## src/rtl/efe_pkg.sv

```systemverilog
package efe_pkg;

    typedef enum logic [2:0] {
        ST_IDLE,
        ST_PREP,
        ST_ERASE,
        ST_VERIFY,
        ST_WAIT,
        ST_FAIL
    } efe_state_e;

    typedef struct packed {
        logic prog;
        logic erase;
    } arr_strobe_t;

    // index width that stays at least one bit wide
    function automatic int idx_w(input int n);
        return (n > 1) ? $clog2(n) : 1;
    endfunction

endpackage

```

## src/rtl/efe_blk_picker.sv

```systemverilog
module efe_blk_picker #(
    parameter int NUM_BLK = 4,
    parameter int BLK_W   = efe_pkg::idx_w(NUM_BLK)
) (
    input  logic [NUM_BLK-1:0] mask,
    output logic               any,
    output logic [BLK_W-1:0]   first
);
    logic [NUM_BLK:0]   seen;
    logic [NUM_BLK-1:0] lowest;

    assign seen[0] = 1'b0;

    // prefix-OR chain gives a one-hot of the lowest set bit
    for (genvar i = 0; i < NUM_BLK; i++) begin : g_chain
        assign seen[i+1]  = seen[i] | mask[i];
        assign lowest[i]  = mask[i] & ~seen[i];
    end

    assign any = seen[NUM_BLK];

    always_comb begin
        first = '0;
        for (int k = 0; k < NUM_BLK; k++) begin
            if (lowest[k]) first = first | BLK_W'(k);
        end
    end
endmodule

```

## src/rtl/efe_word_ctr.sv

```systemverilog
module efe_word_ctr #(
    parameter int WORDS  = 8,
    parameter int WORD_W = efe_pkg::idx_w(WORDS)
) (
    input  logic              clk,
    input  logic              rst,
    input  logic              clr,
    input  logic              inc,
    output logic [WORD_W-1:0] idx,
    output logic              last
);
    assign last = (idx == WORD_W'(WORDS - 1));

    always_ff @(posedge clk) begin
        if (rst || clr)     idx <= '0;
        else if (inc)       idx <= last ? '0 : idx + WORD_W'(1);
    end
endmodule

```

## src/rtl/efe_wait_timer.sv

```systemverilog
module efe_wait_timer #(
    parameter int CYC = 5000,
    parameter int TW  = $clog2(CYC + 1)
) (
    input  logic clk,
    input  logic rst,
    input  logic load,
    output logic zero
);
    logic [TW-1:0] cnt;

    assign zero = (cnt == '0);

    always_ff @(posedge clk) begin
        if (rst)            cnt <= '0;
        else if (load)      cnt <= TW'(CYC - 1);
        else if (!zero)     cnt <= cnt - TW'(1);
    end
endmodule

```

## src/rtl/flash_erase_engine.sv

```systemverilog
module flash_erase_engine
    import efe_pkg::*;
#(
    parameter int NUM_BLK       = 4,
    parameter int WORDS_PER_BLK = 8,
    parameter int DATA_W        = 16,
    parameter int MAX_PULSES    = 8,
    parameter int NOOP_WAIT     = 5000,
    localparam int BLK_W        = idx_w(NUM_BLK),
    localparam int WORD_W       = idx_w(WORDS_PER_BLK),
    localparam int ADDR_W       = BLK_W + WORD_W
) (
    input  logic               clk,
    input  logic               rst,
    input  logic               start,
    input  logic               sw_reset,
    input  logic [NUM_BLK-1:0] sel_mask,
    input  logic [NUM_BLK-1:0] prot_mask,
    output logic [ADDR_W-1:0]  arr_addr,
    output logic               arr_prog,
    output logic               arr_erase,
    input  logic [DATA_W-1:0]  arr_rdata,
    output logic               busy,
    output logic               done,
    output logic               fail,
    output logic [BLK_W-1:0]   fail_blk
);
    localparam int PW = $clog2(MAX_PULSES + 1);

    efe_state_e         state;
    logic [NUM_BLK-1:0] pending;
    logic [BLK_W-1:0]   cur_blk;
    logic [PW-1:0]      pulses;
    logic               done_q;
    logic [BLK_W-1:0]   fail_blk_q;

    logic [NUM_BLK-1:0] cur_oh;
    logic [NUM_BLK-1:0] pick_in;
    logic               pick_any;
    logic [BLK_W-1:0]   pick_first;
    logic [WORD_W-1:0]  word_idx;
    logic               word_last;
    logic               w_clr, w_inc, t_load, t_zero;
    logic               verify_bad;
    arr_strobe_t        strb;

    assign cur_oh  = NUM_BLK'(1) << cur_blk;
    // idle: fresh request; running: what remains after the current block
    assign pick_in = (state == ST_IDLE) ? (sel_mask & ~prot_mask)
                                        : (pending & ~cur_oh);

    efe_blk_picker #(.NUM_BLK(NUM_BLK), .BLK_W(BLK_W)) i_pick (
        .mask  (pick_in),
        .any   (pick_any),
        .first (pick_first)
    );

    efe_word_ctr #(.WORDS(WORDS_PER_BLK), .WORD_W(WORD_W)) i_word (
        .clk  (clk),
        .rst  (rst),
        .clr  (w_clr),
        .inc  (w_inc),
        .idx  (word_idx),
        .last (word_last)
    );

    efe_wait_timer #(.CYC(NOOP_WAIT)) i_wait (
        .clk  (clk),
        .rst  (rst),
        .load (t_load),
        .zero (t_zero)
    );

    assign verify_bad = (arr_rdata != {DATA_W{1'b1}});

    always_comb begin
        strb   = '0;
        w_clr  = 1'b0;
        w_inc  = 1'b0;
        t_load = 1'b0;
        unique case (state)
            ST_IDLE: begin
                w_clr  = 1'b1;
                t_load = start && !pick_any;
            end
            ST_PREP: begin
                strb.prog = 1'b1;
                w_inc     = 1'b1;
            end
            ST_ERASE: begin
                strb.erase = 1'b1;
                w_clr      = 1'b1;
            end
            ST_VERIFY: begin
                if (verify_bad) w_clr = 1'b1;
                else            w_inc = 1'b1;
            end
            default: ;
        endcase
    end

    always_ff @(posedge clk) begin
        if (rst) begin
            state      <= ST_IDLE;
            pending    <= '0;
            cur_blk    <= '0;
            pulses     <= '0;
            done_q     <= 1'b0;
            fail_blk_q <= '0;
        end else begin
            done_q <= 1'b0;
            unique case (state)
                ST_IDLE: if (start) begin
                    pending <= pick_in;
                    if (pick_any) begin
                        cur_blk <= pick_first;
                        pulses  <= '0;
                        state   <= ST_PREP;
                    end else begin
                        state   <= ST_WAIT;
                    end
                end
                ST_PREP: if (word_last) state <= ST_ERASE;
                ST_ERASE: begin
                    pulses <= pulses + PW'(1);
                    state  <= ST_VERIFY;
                end
                ST_VERIFY: begin
                    if (verify_bad) begin
                        if (pulses == PW'(MAX_PULSES)) begin
                            fail_blk_q <= cur_blk;
                            state      <= ST_FAIL;
                        end else begin
                            state      <= ST_ERASE;
                        end
                    end else if (word_last) begin
                        pending <= pick_in;
                        if (pick_any) begin
                            cur_blk <= pick_first;
                            pulses  <= '0;
                            state   <= ST_PREP;
                        end else begin
                            done_q  <= 1'b1;
                            state   <= ST_IDLE;
                        end
                    end
                end
                ST_WAIT: if (t_zero) begin
                    done_q <= 1'b1;
                    state  <= ST_IDLE;
                end
                ST_FAIL: if (sw_reset) begin
                    fail_blk_q <= '0;
                    state      <= ST_IDLE;
                end
                default: state <= ST_IDLE;
            endcase
        end
    end

    assign arr_addr  = {cur_blk, word_idx};
    assign arr_prog  = strb.prog;
    assign arr_erase = strb.erase;
    assign busy      = (state != ST_IDLE);
    assign done      = done_q;
    assign fail      = (state == ST_FAIL);
    assign fail_blk  = fail_blk_q;

    AST_STROBE_EXCL: assert property (@(posedge clk) disable iff (rst)
        !(arr_prog && arr_erase));
    AST_ERASE_TARGET: assert property (@(posedge clk) disable iff (rst)
        arr_erase |-> pending[cur_blk]);
    AST_PULSE_CAP: assert property (@(posedge clk) disable iff (rst)
        arr_erase |-> (pulses < PW'(MAX_PULSES)));
    AST_FAIL_QUIET: assert property (@(posedge clk) disable iff (rst)
        fail |-> (busy && !arr_prog && !arr_erase));
    AST_FAIL_BLK_HOLD: assert property (@(posedge clk) disable iff (rst)
        (fail && !sw_reset) |=> (fail && $stable(fail_blk)));
    AST_DONE_PULSE: assert property (@(posedge clk) disable iff (rst)
        done |-> (!busy && !fail));
    AST_DONE_SINGLE: assert property (@(posedge clk) disable iff (rst)
        done |=> !done);
    AST_START_TAKEN: assert property (@(posedge clk) disable iff (rst)
        (start && !busy) |=> busy);
endmodule

```

## config.mk

```make
export PLATFORM = sky130hd
export DESIGN_NAME = flash_erase_engine
export DESIGN_NICKNAME = d
export VERILOG_FILES = /design/src/rtl/efe_pkg.sv /design/src/rtl/efe_blk_picker.sv /design/src/rtl/efe_word_ctr.sv /design/src/rtl/efe_wait_timer.sv /design/src/rtl/flash_erase_engine.sv
export SDC_FILE = /design/constraint.sdc
export NUM_CORES = 1
export LEC_CHECK = 0
export ABC_AREA = 1
export ABC_CLOCK_PERIOD_IN_PS = 1600
export BUFFER_PORTS_ARGS = -buffer_cell sky130_fd_sc_hd__buf_2
export CORE_ASPECT_RATIO = 1.2
export CORE_MARGIN = 8
export CORE_UTILIZATION = 40
export CTS_CLUSTER_SIZE = 20
export DETAILED_ROUTE_END_ITERATION = 7
export PLACE_DENSITY = 0.68
export SYNTH_ARGS = -nofsm -noshare
export SYNTH_HDL_FRONTEND = slang
export SYNTH_SLANG_ARGS = --single-unit
```

## constraint.sdc

```tcl
create_clock -name clk -period 1.6 [get_ports clk]
set_input_delay 0.16 -clock clk [delete_from_list [all_inputs] [get_ports clk]]
set_output_delay 0.16 -clock clk [all_outputs]
set_load 0.02 [all_outputs]
```

==> summary.md, run 1 <==
| Metric | Value |
|---|---|
| Seq/Total Area, Yosys | 0.319 |
| Routability Congestion | 0.859 |
| Post-route ant nets | 0 |
| CP max stage delay | 350 ps |
| CTS sink cnt | 32 |
| Die H | 93.7 um |
| Clock Skew | 2.79 ps |
| Largest net degree at the start of global routing | 20 |
| Wire length per cell | 11.1 um |
| Area Overhead vs Synth | 27.4% |
| Critical-path cell list | inv_1 > nand2_1 > nor2_1 > buf_4 > buf_2 |
| Sw power | 2.11 mW |
| TritonCTS clock tree | done |
| FP Rows | 28 |
| VDD IR-drop max | 0.000976 V |
| Final Hold Vio Count | 0 |
| Switching part of the total | 0.461 |
| Core Box Area | 4900 um^2 |
| Synth cell types | 29 |
| CP max stage cell | dfxtp_2 |
| TNS Setup | 0 ps |
| Grt total ovfl | 0 |
| Area after DPL | 2420 um^2 |
| Final wirelength | 4910 um |
| Gate power share | 0.598 |
| Num CTS Buffers | 5 |
| Post-route cell area | 2560 um^2 |
| Total Die Area | 7560 um^2 |
| Cell Count, Final, Fillers Out | 442 |
| Number of synthesized register bits | 32 |
| # diodes | 0 |
| Synth async-reset ratio | 0 |
| Mean Syn Cell Area | 6.32 um^2 |
| Final Setup Violations | 0 |
| Max_cap viols | 0 |
| Period utilization | 0.947 |
| I/O pin cnt | 40 |
| Cell-internal power | 2.46 mW |
| First-pass GRT wire length | 8630 um |
| Mapped Area | 2010 um^2 |
| Dpl ws | -19.1 ps |
| Initial antenna violation count | 0 |
| Drt drc | 0 |
| Yosys warning total | 0 |
| Number of synthesized flops with an enable pin | 0 |
| Clock power frac | 0.144 |
| Pwr dens | 1780 nW/um^2 |
| Crit path max fanout | 4 |
| Setup ws final | 85.6 ps |
| Via count | 2,107 |
| Initial Util | 0.410 |
| Critical path capture point type | output port |
| Clock latency on the worst-skew pair | 280 ps |
| Fmax | 0.660 GHz |
| Slew @ Worst Pin | 303 ps |
| P_leak | 1.33 nW |
| Hold WC Path Type | primary input to flip-flop |
| Router iterations before antenna repair | 4 |
| CP startpoint kind | flip-flop |
| Commonest non-fill, non-tap cell in the layout | nand2_1 |
| Drt via density | 4.77 |
| Reg clk slew, reported paths | 60 ps |
| RSZ-0062 raised after global routing | yes |
| Sequential share of power | 0.257 |
| Critical path required time | 1440 ps |
| Ys flop type | dfxtp_1 |
| Vias in the first global route | 2,046 |
| Syn Nets | 352 |
| Hold_buf cts | 0 |
| Arr. time, crit path | 1350 ps |
| # fillers | 499 |
| Crit Path Class | flip-flop to output port |
| Cells after DPL | 434 |
| Port Buffers | 39 |
| DRT iter0 DRCs | 43 |
| Fin nets | 416 |
| Commonest non-fill, non-tap cells in the layout | nand2_1 (92), inv_1 (41), nor2_1 (39), buf_2 (39), dfxtp_1 (28) |
| Post-Synthesis Cells | 318 |
| Tmin final | 1510 ps |
| HPWL after detailed placement | 3950 um |
| Clk buf depth | 2 |
| Status | finished clean |
| Overall routing resource usage | 0.140 |
| Layout cells sized above 1 | 0.264 |
| Slew headroom | 0.796 |
| Max-slew violations | 0 |
| H-tree levels | 2 |
| Clk root buf | clkbuf_8 |
| Die extent in x | 80.7 um |
| Hold_ws | 272 ps |
layer usage:
| layer | up-vias | global-route usage | routed length, um |
|---|---|---|---|
| met5 | - | 0 | 0 |
| met2 | 26 | 0.262 | 2570 |
| li1 | 1123 | - | - |
| met1 | 952 | 0.148 | 2150 |
| met3 | 6 | 0.0316 | 150 |
| met4 | 0 | 0.0418 | 39 |
worst max-delay path, delay by kind of cell (launching register included):
family	cells	cell delay (ps)
flip-flops	1	350
AND/OR/NAND/NOR	2	260
buffers and inverters	3	460
repair_timing:
| action | in CTS | in global routing |
|---|---|---|
| gates cloned | 0 | 0 |
| hold endpoints to repair | 0 | 0 |
| endpoints found under the setup margin | 8 | 31 |
| pin swaps | 0 | 2 |
| buffers inserted | 0 | 1 |
| resized for setup | 3 | 15 |
stage by stage:
| step | util | power, mW |
|---|---|---|
| final | 0.522 | 4.57 |
| after global routing | 0.522 | 5.02 |
| after CTS | 0.515 | 4.51 |
| after detailed placement | 0.493 | 3.81 |
| after global placement | 0.493 | 3.78 |
| after floorplan | - | 3.11 |
worst paths after layout:
check / start / end / slack (ps) / depth (start not counted)
worst min register to register: pending[2] / pending[2] / 470 / 2
worst max-delay path: state[2] / arr_erase / 90 / 5
worst min-delay path: start / i_wait.cnt[9] / 270 / 3
worst max register to register: state[2] / i_wait.cnt[3] / 110 / 8
flip-flops by register name, summed over array words and instances (netlist names):
register	count
pulses	4
done	1
fail_blk	2
i_word.idx	3
cur_blk	2
i_wait.cnt	13
pending	4
state	3
area by class of cell:
type | instances | area [um^2] | area share
Sequential cell | 32 | 646 | 0.252
Timing Repair Buffer | 60 | 353 | 0.138
Inverter | 46 | 175 | 0.0684
Tap cell | 60 | 75.1 | 0.0293
Clock buffer | 7 | 96.3 | 0.0376
Multi-Input combinational cell | 237 | 1220 | 0.475
power groups by stage:
stage	logic, mW	registers, mW	clock network (mW)
after floorplan	1.94	1.17	0
after global placement	2.61	1.17	0
after detailed placement	2.63	1.18	0
after CTS	2.66	1.16	0.687
after global routing	3.10	1.20	0.720
final	2.74	1.18	0.659
cells by family after synthesis:
group	Yosys count	synth area share
DFF	32	0.319
adders and majority gates	6	0.0373
and+or+nand+nor	177	0.399
buffers and inverters	49	0.0952
xor gates and xnor gates	6	0.0261
AOI/OAI and AO/OA	48	0.124
Yosys cell counts, drive strengths merged (3+ instances only):
master	instances	share of area
a21oi	27	0.067
nor2	42	0.091
ha	6	0.037
dfxtp	32	0.32
xor2	4	0.017
nand2	102	0.20
o21ai	18	0.047
nand3	19	0.058
or2	3	0.011
nor3	7	0.020
nand3b	3	0.011
inv	46	0.086
(Power assumes the default switching activity.)
==> inputs of run 2 (changes only) <==
--- a/config.mk
+++ b/config.mk
@@ -6,13 +6,14 @@
 export NUM_CORES = 1
 export LEC_CHECK = 0
 export ABC_AREA = 1
-export ABC_CLOCK_PERIOD_IN_PS = 1600
+export ABC_CLOCK_PERIOD_IN_PS = 1260
 export BUFFER_PORTS_ARGS = -buffer_cell sky130_fd_sc_hd__buf_2
 export CORE_ASPECT_RATIO = 1.2
-export CORE_MARGIN = 8
+export CORE_MARGIN = 5
 export CORE_UTILIZATION = 40
 export CTS_CLUSTER_SIZE = 20
 export DETAILED_ROUTE_END_ITERATION = 7
+export HOLD_SLACK_MARGIN = 0.05
 export PLACE_DENSITY = 0.68
 export SYNTH_ARGS = -nofsm -noshare
 export SYNTH_HDL_FRONTEND = slang
==> constraint.sdc (replaced) <==
create_clock -name clk -period 1.26 [get_ports clk]
set_input_delay 0.126 -clock clk [delete_from_list [all_inputs] [get_ports clk]]
set_output_delay 0.126 -clock clk [all_outputs]
set_load 0.02 [all_outputs]
==> run 2 against run 1 <==
Effect of this change: the flow now finishes with violations (negative setup slack); critical path depth up 5; count of clock-buffer cells in the layout down 1; cell area up 31%; final cell count up 13%; sequential power up 26%; via count up 14%; largest power group unchanged.
==> summary.md, run 2 (same netlist as run 1, synthesis figures left out) <==
| Metric | Value |
|---|---|
| HPWL after detailed placement | 4220 um (+6.8%) |
| RSZ-0062 raised after global routing | yes |
| Sw power | 3.75 mW (+78%) |
| Critical path required time | 1500 ps (+60 ps) |
| CP startpoint kind | flip-flop |
| Clk root buf | clkbuf_8 |
| Arr. time, crit path | 1790 ps (+440 ps) |
| First-pass GRT wire length | 10,100 um (+17%) |
| Die extent in x | 74.7 um (-7.4%) |
| Status | finished, violations left |
| Critical-path cell list | inv_1 > o21ai_0 > nand2_1 > nand2_2 > nand2_4 > nor2_8 > nand3_4 > nand3_2 > inv_2 > nor2_2 |
| Area Overhead vs Synth | 66.3% |
| Layout cells sized above 1 | 0.475 (+0.210) |
| Clock latency on the worst-skew pair | 290 ps (about the same) |
| Core Box Area | 4900 um^2 (unchanged) |
| Cell Count, Final, Fillers Out | 498 (+13%) |
| Fmax | 0.642 GHz |
| Slew headroom | 0.804 (+0.00802) |
| Crit path max fanout | 8 (+4) |
| Post-route ant nets | 0 (unchanged) |
| Drt drc | 0 (unchanged) |
| H-tree levels | 2 (unchanged) |
| Initial Util | 0.410 (unchanged) |
| Sequential share of power | 0.182 (-0.075) |
| Tmin final | 1560 ps |
| Critical path capture point type | flip-flop |
| Final Setup Violations | 36 (+36) |
| Worst-case reg-to-reg path depth | 10 (+2) |
| Drt via density | 4.84 (+1.6%) |
| Cells after DPL | 473 (+9.0%) |
| Largest reg by FF count | i_wait.cnt |
| CP max stage cell | dfxtp_2 |
| Num CTS Buffers | 5 (unchanged) |
| Routability Congestion | 0.935 (+8.8%) |
| Setup ws final | -298 ps (-384 ps) |
| # diodes | 0 (unchanged) |
| Pwr dens | 2440 nW/um^2 (+37%) |
| Cell-internal power | 4.41 mW (+79%) |
| Port Buffers | 39 (unchanged) |
| Via count | 2,412 (+14%) |
| Grt total ovfl | 0 (unchanged) |
| Dpl ws | -268 ps (-249 ps) |
| Max-slew violations | 0 (unchanged) |
| DRT iter0 DRCs | 96 (+120%) |
| FP Rows | 28 (unchanged) |
| VDD IR-drop max | 0.00189 V (+93%) |
| Wire length per cell | 12.9 um (+16%) |
| Router iterations before antenna repair | 4 (unchanged) |
| Switching part of the total | 0.460 (-0.000980) |
| Die H | 87.7 um (-6.4%) |
| Number of flip-flops in the largest register | 13 (unchanged) |
| TritonCTS clock tree | done |
| Biggest regs | i_wait.cnt (13), pending (4), pulses (4) |
| Fin nets | 471 (+13%) |
| Reg clk slew, reported paths | 70 ps (about the same) |
| Period utilization | 1.24 |
| Initial antenna violation count | 0 (unchanged) |
| Gate power share | 0.704 (+0.106) |
| Commonest non-fill, non-tap cells in the layout | nand2_1 (75), buf_4 (68), inv_1 (35), buf_2 (35), nor2_1 (31) |
| Hold_buf cts | 0 (unchanged) |
| Util after Layout | 0.682 (+0.160) |
| Clk buf depth | 2 (unchanged) |
| TNS Setup | -7410 ps (-7410 ps) |
| Total Die Area | 6550 um^2 (-13%) |
| Clock power frac | 0.114 (-0.030) |
| Hold path depth | 4 (+1) |
| Largest net degree at the start of global routing | 20 (unchanged) |
| Clock Skew | 3.74 ps (+0.947 ps) |
| P_leak | 1.66 nW (+25%) |
| Vias in the first global route | 2,429 (+19%) |
| Overall routing resource usage | 0.195 (+0.0558) |
| CTS sink cnt | 32 (unchanged) |
| I/O pin cnt | 40 (unchanged) |
| Hold WC Path Type | primary input to flip-flop |
| Commonest non-fill, non-tap cell in the layout | nand2_1 |
| Failing checks | negative setup slack |
| Max_cap viols | 0 (unchanged) |
| Crit Path Class | flip-flop to flip-flop |
| Slew @ Worst Pin | 291 ps (-11.9 ps) |
| Final Hold Vio Count | 0 (unchanged) |
| # fillers | 407 (-18%) |
| CP max stage delay | 370 ps (+20 ps) |
| Final wirelength | 6420 um (+31%) |
run 2: changes by cell type in the layout (fill, tap and decap cells not counted), sizes merged:
cell / delta
inv: +1
nand3: +1
clkinv: +1
nand2: +1
buf: +53
clkbuf: -1
run 2: path summary, 6_finish.rpt:
path	start	to	slack (ps)
setup / recovery	cur_blk[0]	i_wait.cnt[7]	-300
hold / removal	rst	i_word.idx[2]	190
setup reg to reg	cur_blk[0]	i_wait.cnt[7]	-300
hold reg to reg	pending[2]	pending[2]	470
run 2: cell type report:
cell class	count	area [um^2]	area share
Clock inverter	2	11.3	0.00337
Inverter	46	195	0.0584
Clock buffer	6	93.8	0.0281
Multi-Input combinational cell	239	1510	0.452
Sequential cell	32	661	0.198
Tap cell	60	75.1	0.0224
Timing Repair Buffer	113	798	0.239
run 2: power groups by stage:
stage          sequential (mW)  clock (mW)  combinational (mW)
6_report                  1.49       0.927                5.74
4_1_cts                   1.47       0.931                4.93
2_1_floorplan             1.52           0                2.61
3_3_place_gp              1.46           0                4.08
3_5_place_dp              1.47           0                4.15
5_1_grt                   1.51       0.971                6.26
run 2: critical path: cells and delay by family (launching register included):
kind,cells,cell delay (ps)
and+or+nand+nor,7,790
buffers and inverters,2,120
AOI/OAI and AO/OA,1,210
DFF,1,370
run 2: repair_timing:
action                                 4_1_cts  5_1_grt
cloned                                       2        0
endpoints found under the hold margin        0        0
pin swaps                                   21       18
setup buffers                               12        4
setup endpoints to repair                   36       36
gates resized for setup                     56       32
run 2: routing by layer:
layer	global-route usage	vias up	wire, um
met5	0	-	0
met4	0.0599	0	162
met3	0.0356	19	216
met2	0.363	51	3500
met1	0.222	1105	2540
li1	-	1237	-
run 2: stage by stage:
step	instance area (um^2)	power, mW	hold slack, ps
after floorplan	2110	4.13	345
after global placement	2810	5.54	452
after detailed placement	2810	5.61	464
after CTS	3180	7.33	166
after global routing	3340	8.74	222
final	3340	8.16	192
==> inputs of run 3 (changes only) <==
--- a/config.mk
+++ b/config.mk
@@ -15,6 +15,7 @@
 export DETAILED_ROUTE_END_ITERATION = 7
 export HOLD_SLACK_MARGIN = 0.05
 export PLACE_DENSITY = 0.68
+export REMOVE_ABC_BUFFERS = 1
 export SYNTH_ARGS = -nofsm -noshare
 export SYNTH_HDL_FRONTEND = slang
 export SYNTH_SLANG_ARGS = --single-unit
==> run 3 against run 2 <==
Effect of this change: the flow still finishes with violations (negative setup slack); power decreased by 3.8%; setup slack got worse by 4.5 ps; flip-flop and latch count unchanged; final cell count unchanged; non-clock buffer count increased by 2; count of clock-buffer cells in the layout increased by 1; sequential power about the same; cell area increased by 0.11%; global-route usage increased by 1.1 points; critical path depth increased by 2; die area unchanged; hold slack got worse by 10 ps; critical path type unchanged; critical endpoint is now state[0]; largest cell class unchanged.
==> summary.md, run 3 (same netlist as run 1, synthesis figures left out) <==
| Metric | Value |
|---|---|
| Post-route ant nets | 0 (unchanged) |
| VDD IR-drop max | 0.00178 V (-5.4%) |
| Biggest regs | i_wait.cnt (13), pending (4), pulses (4) |
| WP buf/inv | 2 (unchanged) |
| Final wirelength | 6520 um (+1.6%) |
| Wire length per cell | 13.1 um (+1.6%) |
| FP Rows | 28 (unchanged) |
| Largest net degree at the start of global routing | 20 (unchanged) |
| Fmax | 0.640 GHz (-0.29%) |
| Setup ws final | -303 ps (-4.52 ps) |
| Fin nets | 472 (+0.21%) |
| P_leak | 1.67 nW (+0.44%) |
| Die H | 87.7 um (unchanged) |
| Number of flip-flops in the largest register | 13 (unchanged) |
| Critical path required time | 1430 ps (-70 ps) |
| Initial Util | 0.410 (unchanged) |
| Clock Skew | 7.11 ps (+3.37 ps) |
| Crit path max-delay family | simple AND/OR/NAND/NOR gates |
| Clk buf depth | 2 (unchanged) |
| Core Box Area | 4900 um^2 (unchanged) |
| Cells after DPL | 478 (+1.1%) |
| CP dominant cell by count | nand2_1 |
| Port Buffers | 39 (unchanged) |
| Pwr dens | 2340 nW/um^2 (-3.9%) |
| Status | finished, violations left |
| Max_cap viols | 0 (unchanged) |
| Overall power | 7.85 mW (-3.8%) |
| Commonest non-fill, non-tap cells in the layout | nand2_1 (70), buf_4 (65), inv_1 (35), buf_2 (35), nor2_1 (33) |
| Final Setup Violations | 36 (unchanged) |
| Die extent in x | 74.7 um (unchanged) |
| I/O pin cnt | 40 (unchanged) |
| TNS Setup | -7020 ps (+385 ps) |
| Router iterations before antenna repair | 4 (unchanged) |
| Tmin final | 1560 ps (+4.52 ps) |
| TritonCTS clock tree | done |
| Slew @ Worst Pin | 309 ps (+17.2 ps) |
| H-tree levels | 2 (unchanged) |
| Reg clk slew, reported paths | 70 ps (about the same) |
| Crit Path Class | flip-flop to flip-flop |
| DRT iter0 DRCs | 90 (-6.3%) |
| Dpl ws | -343 ps (-75.3 ps) |
| # diodes | 0 (unchanged) |
| Slew headroom | 0.794 (-0.0107) |
| Final Hold Vio Count | 0 (unchanged) |
| Crit path max fanout | 5 (-3) |
| CP startpoint kind | flip-flop |
| Commonest non-fill, non-tap cell in the layout | nand2_1 |
| Num CTS Buffers | 5 (unchanged) |
| Period utilization | 1.24 (+0.00359) |
| Vias in the first global route | 2,451 (+0.91%) |
| Drt via density | 4.91 (+1.4%) |
| Hold_buf cts | 0 (unchanged) |
| Arr. time, crit path | 1730 ps (-60 ps) |
| Cell Count, Final, Fillers Out | 498 (unchanged) |
| CP max stage delay | 360 ps (about the same) |
| First-pass GRT wire length | 10,500 um (+3.7%) |
| Critical path capture point type | flip-flop |
| Layout cells sized above 1 | 0.491 (+0.0160) |
| Grt total ovfl | 0 (unchanged) |
| Via count | 2,445 (+1.4%) |
| RSZ-0062 raised after global routing | yes |
| Routability Congestion | 0.832 (-11%) |
| Max-slew violations | 0 (unchanged) |
| HPWL after detailed placement | 4300 um (+1.9%) |
| Overall routing resource usage | 0.207 (+0.0114) |
| Critical-path cell list | nor2_4 > buf_6 > nand2_4 > buf_4 > nand2_1 > nand2_2 > nor2_4 > nand2_1 > nand2_1 > nand2_1 > nand2_1 > a21oi_2 |
| Clk root buf | clkbuf_8 |
| Area Overhead vs Synth | 66.5% |
| CTS sink cnt | 32 (unchanged) |
| CP max stage cell | dfxtp_4 |
| Clock latency on the worst-skew pair | 290 ps (about the same) |
| Failing checks | negative setup slack |
| Drt drc | 0 (unchanged) |
| Hold WC Path Type | primary input to flip-flop |
| Largest reg by FF count | i_wait.cnt |
| Total Die Area | 6550 um^2 (unchanged) |
| Initial antenna violation count | 0 (unchanged) |
-- run 3: changes by cell type in the layout (fill, tap and decap cells not counted), moves of 3 or more --
cell	before	now
a21oi_1	21	17
a21oi_2	6	9
buf_4	68	65
buf_6	10	15
nand2_1	75	70
nand2_2	16	25
nand2_4	11	8
o21ai_0	5	10
o21ai_1	10	5
-- run 3: metal layers --
layer | part of all wire | wire length [um] | GRT usage | vias to the layer above
li1 | - | - | - | 1239
met5 | 0 | 0 | 0 | -
met1 | 0.39 | 2570 | 0.219 | 1149
met2 | 0.56 | 3630 | 0.380 | 44
met3 | 0.028 | 181 | 0.0471 | 13
met4 | 0.021 | 138 | 0.0971 | 0
-- run 3: worst paths after layout --
| kind | startpoint | endpoint | slack, ps | cells after the start |
|---|---|---|---|---|
| max | state[2] | state[0] | -300 | 12 |
| min | rst | done | 180 | 4 |
| max reg2reg | state[2] | state[0] | -300 | 12 |
| min reg2reg | pending[1] | pending[1] | 480 | 2 |
-- run 3: area by class of cell --
cell class / count / area, um^2
fillers: 383 / 1560
multi-input cells: 238 / 1500
repair buffers: 115 / 832
flip-flops and latches: 32 / 656
inverters: 46 / 188
clock buffers: 7 / 96.3
well taps: 60 / 75.1
-- run 3: power breakdown --
part / leakage, nW / total [mW] / internal [mW] / switching (mW)
clock network: 0.0503 / 0.871 / 0.486 / 0.384
registers: 0.265 / 1.49 / 1.29 / 0.200
logic: 1.35 / 5.49 / 2.53 / 2.96
-- run 3: what timing repair did --
action | in CTS | in global routing
pin swaps | 22 | 25
cloned | 1 | 0
setup endpoints to repair | 36 | 36
setup buffers | 12 | 1
gates resized for setup | 72 | 54
-- run 3: per-stage QoR --
step                cell area [um^2]  hold slack [ps]  utilization
floorplan                       1990              192            -
global placement                2740              454        0.559
detailed placement              2740              453        0.559
CTS                             3150              172        0.643
global route                    3350              179        0.683
finish                          3350              182        0.683
-- run 3: worst register-to-register path, stage by stage (launching register included) --
cell	delay (ps)
dfxtp_4	360
nor2_4	170
buf_6	130
nand2_4	70
buf_4	140
nand2_1	70
nand2_2	70
nor2_4	110
nand2_1	70
nand2_1	70
nand2_1	60
nand2_1	90
a21oi_2	60
